===== src/rtl/xsplit_pkg.sv =====
package xsplit_pkg;
  localparam int BUS_BYTES = 4;
  localparam int BUS_W = 8 * BUS_BYTES;
  localparam int LANE_W = $clog2(BUS_BYTES);

  typedef enum logic [1:0] {
    SZ_BYTE = 2'd0,
    SZ_WORD = 2'd1,
    SZ_LONG = 2'd2,
    SZ_RSVD = 2'd3
  } xsize_e;

  typedef struct packed {
    logic       load;
    logic       step;
    logic [2:0] stepBytes;
  } xstrobe_t;

  function automatic logic [2:0] sizeBytes(xsize_e s);
    case (s)
      SZ_BYTE: sizeBytes = 3'd1;
      SZ_WORD: sizeBytes = 3'd2;
      default: sizeBytes = 3'd4;
    endcase
  endfunction

  function automatic logic [1:0] pieceCount(xsize_e s, logic [1:0] off);
    case (s)
      SZ_BYTE: pieceCount = 2'd1;
      SZ_WORD: pieceCount = off[0] ? 2'd2 : 2'd1;
      default: begin
        if (off == 2'd0)      pieceCount = 2'd1;
        else if (off == 2'd2) pieceCount = 2'd2;
        else                  pieceCount = 2'd3;
      end
    endcase
  endfunction

  function automatic xsize_e pieceSize(xsize_e s, logic [1:0] off, logic [1:0] idx);
    case (s)
      SZ_BYTE: pieceSize = SZ_BYTE;
      SZ_WORD: pieceSize = off[0] ? SZ_BYTE : SZ_WORD;
      default: begin
        if (off == 2'd0)      pieceSize = SZ_LONG;
        else if (off == 2'd2) pieceSize = SZ_WORD;
        else                  pieceSize = (idx == 2'd1) ? SZ_WORD : SZ_BYTE;
      end
    endcase
  endfunction
endpackage


===== src/rtl/xsplit_ctrl.sv =====
module xsplit_ctrl
  import xsplit_pkg::*;
(
  input  logic       clk,
  input  logic       rstN,
  input  logic       reqValid,
  input  logic [1:0] reqSize,
  input  logic [1:0] reqAddrLow,
  input  logic       busReady,
  output logic       reqReady,
  output logic       busValid,
  output logic [1:0] busSize,
  output xstrobe_t   strobe,
  output logic       done
);
  typedef enum logic {ST_IDLE, ST_BUSY} state_e;

  state_e     stateQ;
  xsize_e     sizeQ;
  logic [1:0] offQ;
  logic [1:0] idxQ;
  logic       doneQ;
  xsize_e     curSize;
  logic [1:0] numPieces;
  logic       lastPiece;

  always_comb begin
    curSize   = pieceSize(sizeQ, offQ, idxQ);
    numPieces = pieceCount(sizeQ, offQ);
    lastPiece = (idxQ == numPieces - 2'd1);
  end

  assign reqReady         = (stateQ == ST_IDLE);
  assign busValid         = (stateQ == ST_BUSY);
  assign busSize          = curSize;
  assign strobe.load      = reqValid && reqReady;
  assign strobe.step      = busValid && busReady;
  assign strobe.stepBytes = sizeBytes(curSize);
  assign done             = doneQ;

  always_ff @(posedge clk) begin
    if (!rstN) begin
      stateQ <= ST_IDLE;
      sizeQ  <= SZ_BYTE;
      offQ   <= 2'd0;
      idxQ   <= 2'd0;
      doneQ  <= 1'b0;
    end else begin
      doneQ <= strobe.step && lastPiece;
      if (strobe.load) begin
        stateQ <= ST_BUSY;
        sizeQ  <= xsize_e'(reqSize);
        offQ   <= reqAddrLow;
        idxQ   <= 2'd0;
      end else if (strobe.step) begin
        if (lastPiece) begin
          stateQ <= ST_IDLE;
          idxQ   <= 2'd0;
        end else begin
          idxQ <= idxQ + 2'd1;
        end
      end
    end
  end

  // completion is a single-cycle pulse
  assert_done_pulse_R11: assert property (@(posedge clk) disable iff (!rstN)
    done |=> !done);

  // no new request is taken while an access is pending
  assert_busy_not_ready_R11: assert property (@(posedge clk) disable iff (!rstN)
    busValid |-> !reqReady);

  // the piece index never passes the piece count of the split
  assert_piece_bound_R2: assert property (@(posedge clk) disable iff (!rstN)
    busValid |-> (idxQ < numPieces));
endmodule


===== src/rtl/xsplit_path.sv =====
module xsplit_path
  import xsplit_pkg::*;
#(
  parameter int ADDR_W = 32
) (
  input  logic              clk,
  input  logic              rstN,
  input  xstrobe_t          strobe,
  input  logic [ADDR_W-1:0] reqAddr,
  input  logic [1:0]        reqSize,
  input  logic              reqWrite,
  input  logic [BUS_W-1:0]  reqWdata,
  input  logic [1:0]        busSize,
  input  logic [BUS_W-1:0]  busRdata,
  output logic [ADDR_W-1:0] busAddr,
  output logic              busWrite,
  output logic [BUS_BYTES-1:0] busLanes,
  output logic [BUS_W-1:0]  busWdata,
  output logic [BUS_W-1:0]  rdData
);
  logic [ADDR_W-1:0] addrQ;
  logic [BUS_W-1:0]  wShiftQ;
  logic [BUS_W-1:0]  accQ;
  logic              writeQ;
  logic [2:0]        curBytes;
  logic [2:0]        reqBytes;
  logic [LANE_W-1:0] off;
  logic [BUS_W-1:0]  piece;

  assign curBytes = sizeBytes(xsize_e'(busSize));
  assign reqBytes = sizeBytes(xsize_e'(reqSize));
  assign off      = addrQ[LANE_W-1:0];
  assign busAddr  = addrQ;
  assign busWrite = writeQ;
  assign rdData   = accQ;

  // Lane placement: piece byte k (most significant first) goes to lane off+k.
  for (genvar i = 0; i < BUS_BYTES; i++) begin : g_lane
    logic [2:0] rel;
    logic [5:0] shamt;
    assign rel   = 3'(i) - {1'b0, off};
    assign shamt = {3'(BUS_BYTES - 1) - rel, 3'b000};
    assign busLanes[i] = (rel < curBytes);
    assign busWdata[8*i +: 8] = busLanes[i] ? 8'(wShiftQ >> shamt) : 8'h00;
  end

  // Gather the bytes of this piece, first lane as most significant.
  always_comb begin
    piece = '0;
    for (int j = 0; j < BUS_BYTES; j++) begin
      if (3'(j) < curBytes) begin
        piece = (piece << 8) | BUS_W'(8'(busRdata >> {3'(off) + 3'(j), 3'b000}));
      end
    end
  end

  always_ff @(posedge clk) begin
    if (!rstN) begin
      addrQ   <= '0;
      wShiftQ <= '0;
      accQ    <= '0;
      writeQ  <= 1'b0;
    end else if (strobe.load) begin
      addrQ   <= reqAddr;
      writeQ  <= reqWrite;
      wShiftQ <= reqWdata << {3'(BUS_BYTES) - reqBytes, 3'b000};
      accQ    <= '0;
    end else if (strobe.step) begin
      addrQ   <= addrQ + ADDR_W'(strobe.stepBytes);
      wShiftQ <= wShiftQ << {strobe.stepBytes, 3'b000};
      if (!writeQ) begin
        accQ <= (accQ << {strobe.stepBytes, 3'b000}) | piece;
      end
    end
  end

  // accepted words and longwords are naturally aligned
  assert_word_aligned_R6: assert property (@(posedge clk) disable iff (!rstN)
    (strobe.step && xsize_e'(busSize) == SZ_WORD) |-> !busAddr[0]);
  assert_long_aligned_R6: assert property (@(posedge clk) disable iff (!rstN)
    (strobe.step && xsize_e'(busSize) == SZ_LONG) |-> (busAddr[1:0] == 2'b00));

  // the number of enabled lanes equals the access size
  assert_lane_count_R7: assert property (@(posedge clk) disable iff (!rstN)
    strobe.step |-> ($countones(busLanes) == int'(strobe.stepBytes)));
endmodule


===== src/rtl/xfer_splitter.sv =====
module xfer_splitter
  import xsplit_pkg::*;
#(
  parameter int ADDR_W = 32
) (
  input  logic              clk,
  input  logic              rstN,
  input  logic              reqValid,
  output logic              reqReady,
  input  logic [ADDR_W-1:0] reqAddr,
  input  logic [1:0]        reqSize,
  input  logic              reqWrite,
  input  logic [31:0]       reqWdata,
  output logic              busValid,
  input  logic              busReady,
  output logic [ADDR_W-1:0] busAddr,
  output logic [1:0]        busSize,
  output logic              busWrite,
  output logic [3:0]        busLanes,
  output logic [31:0]       busWdata,
  input  logic [31:0]       busRdata,
  output logic              done,
  output logic [31:0]       rdData
);
  xstrobe_t strobe;

  xsplit_ctrl u_ctrl (
    .clk        (clk),
    .rstN       (rstN),
    .reqValid   (reqValid),
    .reqSize    (reqSize),
    .reqAddrLow (reqAddr[1:0]),
    .busReady   (busReady),
    .reqReady   (reqReady),
    .busValid   (busValid),
    .busSize    (busSize),
    .strobe     (strobe),
    .done       (done)
  );

  xsplit_path #(.ADDR_W(ADDR_W)) u_path (
    .clk      (clk),
    .rstN     (rstN),
    .strobe   (strobe),
    .reqAddr  (reqAddr),
    .reqSize  (reqSize),
    .reqWrite (reqWrite),
    .reqWdata (reqWdata),
    .busSize  (busSize),
    .busRdata (busRdata),
    .busAddr  (busAddr),
    .busWrite (busWrite),
    .busLanes (busLanes),
    .busWdata (busWdata),
    .rdData   (rdData)
  );

  // a stalled access is held unchanged
  assert_hold_stable_R10: assert property (@(posedge clk) disable iff (!rstN)
    (busValid && !busReady) |=> (busValid && $stable(busAddr) && $stable(busSize)
      && $stable(busLanes) && $stable(busWdata) && $stable(busWrite)));

  // done only follows an accepted access
  assert_done_after_accept_R11: assert property (@(posedge clk) disable iff (!rstN)
    done |-> $past(busValid && busReady));
endmodule


===== config.mk =====
export PLATFORM = sky130hd
export DESIGN_NAME = xfer_splitter
export DESIGN_NICKNAME = d
export VERILOG_FILES = /design/src/rtl/xsplit_pkg.sv /design/src/rtl/xsplit_ctrl.sv /design/src/rtl/xsplit_path.sv /design/src/rtl/xfer_splitter.sv
export SDC_FILE = /design/constraint.sdc
export NUM_CORES = 1
export LEC_CHECK = 0
export ABC_AREA = 1
export BUFFER_PORTS_ARGS = -buffer_cell sky130_fd_sc_hd__buf_2
export CELL_PAD_IN_SITES_DETAIL_PLACEMENT = 0
export CELL_PAD_IN_SITES_GLOBAL_PLACEMENT = 1
export CORE_ASPECT_RATIO = 1.1
export CORE_MARGIN = 8
export CORE_UTILIZATION = 36
export DETAILED_ROUTE_END_ITERATION = 8
export HOLD_SLACK_MARGIN = 0.15
export PLACE_DENSITY_LB_ADDON = 0.1
export SLEW_MARGIN = 10
export SYNTH_ARGS = -nofsm -noshare
export SYNTH_HDL_FRONTEND = slang
export SYNTH_SLANG_ARGS = --single-unit
export TNS_END_PERCENT = 50

===== constraint.sdc =====
create_clock -name clk -period 3.45 [get_ports clk]
set_clock_uncertainty 0.1 [all_clocks]
set_input_delay 0.345 -clock clk [delete_from_list [all_inputs] [get_ports clk]]
set_output_delay 0.345 -clock clk [all_outputs]
set_load 0.02 [all_outputs]

==> results of run 1 <==
-- registers in the layout (all words and copies together) (netlist names), named ones only --
signal and flops:
u_path.busAddr 32, u_path.wShiftQ 32, u_path.rdData 24, u_ctrl.idxQ 2, u_ctrl.offQ 2, u_ctrl.sizeQ 2, u_ctrl.busValid 1, u_ctrl.done 1
u_path.busWrite 1
-- layer usage --
| metal | routed length, um | GRT usage (%) |
|---|---|---|
| met5 | 19 | 0 |
| met4 | 672 | 7.97 |
| met3 | 2150 | 5.61 |
| met2 | 13900 | 37.2 |
| met1 | 13400 | 28.6 |
-- final cells by class --
type                    count  area, um^2  share of cell area, %
clock buffers              11         243                   2.69
clock inverters             5        55.1                  0.610
inverters                 105         397                   4.40
multi-input cells         960        4690                   51.9
flip-flops and latches    105        2100                   23.3
well taps                 256         320                   3.55
repair buffers            231        1220                   13.5
-- metrics by stage --
step,setup TNS [ns],cells
2_1_floorplan,-0.749,1243
3_3_place_gp,0,1655
3_5_place_dp,0,1655
4_1_cts,0,1673
5_1_grt,0,1673
6_report,0,1673
-- worst paths after layout --
path / start / to / cells after the start
setup / recovery: u_ctrl.idxQ[1] / busWdata[22] / 12
hold / removal: reqWdata[5] / u_path.wShiftQ[5] / 3
hold reg to reg: u_path.busAddr[2] / u_path.busAddr[2] / 2
setup reg to reg: u_ctrl.idxQ[1] / u_path.busAddr[18] / 16
-- logic make-up (layout without fill, tap and decap cells) --
logic type | count (synthesis) | after routing | synth area share (%)
AOI/OAI and AO/OA | 341 | 341 | 25.4
xor gates and xnor gates | 4 | 4 | 0.465
adders and majority gates | 13 | 13 | 2.26
buffers and inverters | 178 | 352 | 9.96
DFF | 105 | 105 | 27.9
and+or+nand+nor | 602 | 602 | 34.0
-- cell usage in the layout (no fill, tap or decap), types with 10 or more instances in the layout --
master,synthesis,routed
sky130_fd_sc_hd__a21oi_1,111,111
sky130_fd_sc_hd__dfxtp_1,105,104
sky130_fd_sc_hd__or2_2,14,14
sky130_fd_sc_hd__nand3b_1,10,10
sky130_fd_sc_hd__ha_1,12,12
sky130_fd_sc_hd__buf_2,29,208
sky130_fd_sc_hd__nor2_1,121,121
sky130_fd_sc_hd__buf_4,8,21
sky130_fd_sc_hd__nand2_1,335,335
sky130_fd_sc_hd__inv_1,97,97
sky130_fd_sc_hd__a211oi_1,19,18
sky130_fd_sc_hd__nand3_1,91,91
sky130_fd_sc_hd__nand4_1,11,11
sky130_fd_sc_hd__o21ai_0,138,138
sky130_fd_sc_hd__a31oi_1,18,18
-- critical path, stage by stage (launching register included) --
cell and delay (ns):
sky130_fd_sc_hd__dfxtp_1 0.36, sky130_fd_sc_hd__inv_1 0.06, sky130_fd_sc_hd__ha_1 0.17, sky130_fd_sc_hd__nand3_1 0.18
sky130_fd_sc_hd__nand3_4 0.10, sky130_fd_sc_hd__inv_2 0.06, sky130_fd_sc_hd__buf_4 0.42, sky130_fd_sc_hd__ha_1 0.24
sky130_fd_sc_hd__nor2_1 0.05, sky130_fd_sc_hd__a211oi_2 0.18, sky130_fd_sc_hd__nand2_1 0.22, sky130_fd_sc_hd__a21oi_1 0.18
sky130_fd_sc_hd__buf_2 0.19
-- where the power goes --
part	switching, mW	total, mW	internal (mW)
clock network	0.502	1.08	0.582
registers	0.101	1.40	1.30
logic	0.919	1.34	0.425
total	1.52	3.83	2.31
-- what timing repair did --
| action | in CTS | in global routing |
|---|---|---|
| hold endpoints to repair | 2 | 0 |
| resized for setup | 0 | 2 |
| hold buffers | 2 | 0 |
| endpoints found under the setup margin | 0 | 9 |
==> results summary, run 1 <==
At the end of routability-driven placement, the weighted congestion stood at roughly 0.87. The tool flagged a number of max-cap violations equal to 0. The run finished with clean final reports. The worst hold slack after final layout came out at between 0.15 and 0.2 ns.

0 antenna diodes ended up in the layout. The number of design rule violations left after detail routing is 0. In this run the cell area of the synthesized design comes to ~7500 um^2. The post-route antenna net violation count came out at 0. STA classifies the critical path endpoint as a primary output. In this run the static leakage power is approximately 4.1 nW. For the pin with the worst max-slew slack, the measured transition is 0.699 ns. Of the synthesized area, sequential elements account for ~28%.

The worst setup margin came out at 0.237 ns. The number of clock sinks seen by CTS came out at about 110. The largest net degree at the start of global routing is between 60 and 70.

The area growth from synthesis to layout is 19.9%. The layout filler cell count came out at about 2,300. In the final routed layout, each cell accounts on average for 18.1 um. The peak fanout along the critical path is 41.

The most common flop cell mapped by yosys is sky130_fd_sc_hd__dfxtp_1. Static timing analysis puts the maximum clock frequency at 311 MHz. The endpoint required time on the critical path came out at 3.00 ns. The starting density of the core is a little over a third. The total congestion overflow came out at 0. The clock edge transition at the registers on the reported setup and hold paths came out at roughly 0.070 ns. The number of iterations in the first detailed-routing pass came out at 5. After detailed routing, the total wire length is between 30,000 and 40,000 um. The area of the die is 25,800 um^2. The number of synthesized register bits is 105. The total via count after detailed routing is 8,946. After layout, the worst path uses a little over 90% of the clock period. The remaining max-slew budget at the tightest pin came out at 53.4%.

Summed over all instances, the cell type with the most area after synthesis is sky130_fd_sc_hd__dfxtp_1. The count of mapped cells out of synthesis came out at about 1,200. The via density per instance is ~5.3.

The share of synthesized registers carrying an async set or reset is 0%. The final instance area came out at ~9000 um^2. The final setup violation count is 0. The number of max-slew violations in the final report came out at 0. For this run, the total global-route usage over all layers was measured as between 20% and 30%. The floorplan step set the die width to roughly 150 um.

The average size of a mapped cell came out at about 6.1 um^2. The setup fix buffers added after clock tree synthesis is 0. The final total power came out at 3.83 mW. The share of the core filled with cells in the final layout came out at between 40% and 50%. The global-route wire length before repair came out at 47,300 um. The synthesized net count came out at approximately 1,400. The number of placed I/O pins is roughly 210. The cell area after placement came out at slightly below 9000 um^2.

The HPWL after detailed placement is ~22,000 um. The clock latency of the later-clocked register in the worst-skew pair is 0.36 ns. sky130_fd_sc_hd__nand2_1 is the most common cell in the netlist. The power density over the cells is 425 nW/um^2. The final layout net count is roughly 1,500. Setup repair after global routing left no endpoint under its margin. The initial detailed-routing violation count is 565. The number of placement rows is 55. The worst hold-check path type is in -> reg. The area of the placeable core came out at around 21,000 um^2. From bottom edge to top edge, the die measures 168 um. The number of library cell types mapped by synthesis came out at 40. The share of post-route cells with drive strength above 1 is between 10% and 20%.

The critical path in this run is classified as reg -> out. The initial antenna violation count came to 2. The number of warnings printed during yosys synthesis is 0. After synthesis, the cell types taking the most area are sky130_fd_sc_hd__dfxtp_1, sky130_fd_sc_hd__nand2_1, sky130_fd_sc_hd__o21ai_0. The depth of the CTS H-tree is 3.

STA classifies the critical path startpoint as a flip-flop. Summed over its instances, the top area cell type makes up roughly 28% of the synthesized netlist area. The maximum root-to-sink buffer count came out at 2.

In this run the clock root is driven by a sky130_fd_sc_hd__clkbuf_16. The final count of hold timing violations is 0. By count the netlist is led by sky130_fd_sc_hd__nand2_1, sky130_fd_sc_hd__o21ai_0, sky130_fd_sc_hd__nor2_1. The number of buffers created by CTS is 9. STA puts the critical path data arrival time at ~2.8 ns. The number of buffer cells added on primary ports came out at approximately 210. The peak ir drop on the vdd network came out at ~0.28 mV.

TritonCTS built the clock tree. The slack of the worst reg-to-reg path came out at roughly 0.55 ns. The number of global-route vias before repair is between 8,000 and 9,000.

The worst path needs between 3 and 4 ns of the cycle, external delays included. The setup slack after placement is roughly 0.55 ns. Yosys mapped a number of flops with a built-in enable equal to 0.
(Power assumes the default switching activity.)
==> run 2: changes to the inputs <==
REMOVE_ABC_BUFFERS = 1   (was default)
==> run 2 against run 1 <==
Net effect:
- via count increased by 0.51%
- register-to-register slack about the same
- first-iteration DRC count decreased by 8.1%
- largest cell class unchanged
==> results summary, run 2 (synthesis results as in run 1) <==
The worst setup margin is 0.293 ns (+0.0555 ns). The number of placement rows is 55 (unchanged). The number of global-route vias before repair is 8,713 (+1.9%).

The post-route antenna net violation count came out at 0 (unchanged). The library cell used as clock root buffer is sky130_fd_sc_hd__clkbuf_16. The share of post-route cells with drive strength above 1 came out at 19.9% (+0.099 points). Setup repair after global routing left no endpoint under its margin.

The slack of the worst reg-to-reg path is 0.55 ns (about the same). The number of buffers created by CTS came out at 9 (unchanged). The number of buffer cells added on primary ports came out at 208 (unchanged). The start-to-end type of the worst setup path is reg -> out. The final setup violation count came to 0 (unchanged). The starting density of the core is 36.6% (unchanged). The peak ir drop on the vdd network came out at 0.255 mV (-7.7%). Leaving out fill and tap cells, the most frequent cell in the layout is sky130_fd_sc_hd__nand2_1. The worst register-to-register path ends at u_path.busAddr[18]. The static leakage was 4.15 nW (+0.48%). The area overhead of the layout relative to synthesis came out at 20.5%. TritonCTS built the clock tree. The area of the placeable core came out at 20,600 um^2 (unchanged).

The area of the die is 25,800 um^2 (unchanged). The worst hold slack after final layout came out at 0.163 ns (-0.00580 ns). The arrival time reported for the critical path endpoint is 2.71 ns (-0.06 ns). The initial antenna violation count is 2 (unchanged).

The final layout net count came to 1,531 (+0.20%). The last element of the critical path is busWdata[29]. The number of iterations in the first detailed-routing pass was 5 (unchanged). The global-route wire length before repair is 46,900 um (-0.93%). The total via count after detailed routing came out at 8,992 (+0.51%). The setup slack after placement is 0.534 ns (-0.0160 ns).

The total congestion overflow is 0 (unchanged). The number of clock sinks seen by CTS came out at 105 (unchanged). The endpoint required time on the critical path is 3.00 ns (about the same). The count of cells along the worst register-to-register path is 13 (-3). The total wire length is 29,600 um (-1.9%). The flow ran to the end, and the final reports show no timing, DRC or antenna violations. The startpoint class of the critical path is a flip-flop.

The final total power came out at 3.89 mW (+1.4%). The period utilization came out at 91.5% (-1.6 points). The remaining max-slew budget at the tightest pin was 49.0% (-4.3 points).

The storage element area is 2100 um^2 (unchanged). The peak fanout along the critical path is 17 (-59%). The HPWL after detailed placement is 21,200 um (-5.8%). The via density per instance came out at 5.36 (+0.21%). The routability-driven placement congestion ratio is 0.854 (-1.6%). The overall track demand over capacity in global routing is 22.4% (-0.36 points). The depth of the CTS H-tree came out at 3 (unchanged). The worst register-to-register path begins at u_ctrl.idxQ[0]. The clock edge transition at the registers on the reported setup and hold paths came out at 0.08 ns (about the same). The achievable clock frequency is 317 MHz (+1.8%).

The area occupied by multi-input gates is 4680 um^2 (about the same). The initial detailed-routing violation count was 519 (-8.1%). The vertical die dimension is 168 um (unchanged). The maximum root-to-sink buffer count was 2 (unchanged). The transition time at the pin with the least slew margin came to 0.762 ns (+0.0628 ns). The power density over the cells came to 428 nW/um^2 (+0.87%). The critical path capture point type is a primary output. The total placed cells including tap cells is 1,656 (+0.060%). The final routed wire length divided by cell count was 17.7 um (-2.2%). The largest net degree at the start of global routing came out at 60 (-3.2%).

The layout filler cell count is 2,297 (-0.61%). The worst hold-check path type is in -> reg. The number of max-slew violations in the final report is 0 (unchanged).

The final cell count without fillers came out at 1,678 (+0.30%). The top cell types in the final layout, fill and taps aside, are sky130_fd_sc_hd__nand2_1, sky130_fd_sc_hd__buf_2, sky130_fd_sc_hd__o21ai_0, sky130_fd_sc_hd__nor2_1, sky130_fd_sc_hd__a21oi_1. The time the worst path needs with I/O delays and setup was 3.16 ns (-0.0555 ns). The clock latency of the later-clocked register in the worst-skew pair is 0.36 ns (about the same). The die boundary width came out at 154 um (unchanged). The setup fix buffers added after clock tree synthesis was 0 (unchanged). The number of placed I/O pins is 209 (unchanged). The final count of hold timing violations is 0 (unchanged). In this run the worst setup path begins at u_ctrl.idxQ[1]. The number of design rule violations left after detail routing is 0 (unchanged). The reported max-cap violation count is 0 (unchanged).
==> run 2: stage by stage <==
step / setup TNS, ns / cell area, um^2 / util (%)
2_1_floorplan: -20.25 / 7170 / -
3_3_place_gp: 0 / 8710 / 42.3
3_5_place_dp: 0 / 8710 / 42.3
4_1_cts: 0 / 9060 / 44.0
5_1_grt: 0 / 9070 / 44.1
6_report: 0 / 9070 / 44.1
==> run 2: timing repair <==
item / CTS / global route
hold endpoints to repair: 4 / 0
gates resized for setup: 0 / 4
hold buffers: 4 / 0
setup endpoints to repair: 0 / 12
==> run 2: layout make-up <==
type                       instances  area share, %
timing repair buffer             234           13.8
clock inverter                     5          0.689
multi-input combinational        960           51.6
clock buffer                      11           2.79
sequential                       105           23.2
tap                              256           3.53
inverter                         105           4.37
antenna                            2         0.0551
==> run 2: worst min-delay path by stage <==
stage                            start                  to  slack, ns  cells after the start
CTS                        reqWdata[1]   u_path.wShiftQ[1]       0.15                      3
finish                     reqWdata[9]   u_path.wShiftQ[9]       0.16                      3
global placement        u_ctrl.idxQ[0]      u_ctrl.idxQ[0]       0.40                      2
global route               reqWdata[9]   u_path.wShiftQ[9]       0.17                      3
floorplan                         rstN  u_path.busAddr[12]       0.37                      2
detailed placement  u_path.wShiftQ[16]  u_path.wShiftQ[24]       0.40                      2
==> run 2: worst max-delay path: stages, from the launching register on <==
cell and delay, ns:
sky130_fd_sc_hd__dfxtp_1 0.36, sky130_fd_sc_hd__inv_1 0.05, sky130_fd_sc_hd__ha_1 0.17, sky130_fd_sc_hd__nand3_1 0.18, sky130_fd_sc_hd__nand3_2 0.13, sky130_fd_sc_hd__inv_4 0.20, sky130_fd_sc_hd__ha_1 0.31, sky130_fd_sc_hd__inv_1 0.07
sky130_fd_sc_hd__o21bai_1 0.06, sky130_fd_sc_hd__nand2_1 0.10, sky130_fd_sc_hd__inv_1 0.22, sky130_fd_sc_hd__a211oi_1 0.29, sky130_fd_sc_hd__buf_2 0.21
==> run 2: power by group <==
part / switching [mW] / internal, mW
logic: 0.922 / 0.429
clock network: 0.526 / 0.609
registers: 0.0981 / 1.30
==> run 2: layer usage <==
| layer | track usage, % | up-vias | wire [um] |
|---|---|---|---|
| li1 | - | 4521 | - |
| met1 | 27.8 | 4134 | 13100 |
| met2 | 38.8 | 304 | 14200 |
| met3 | 3.48 | 33 | 1690 |
| met4 | 7.16 | 0 | 583 |
| met5 | 0 | - | 0 |
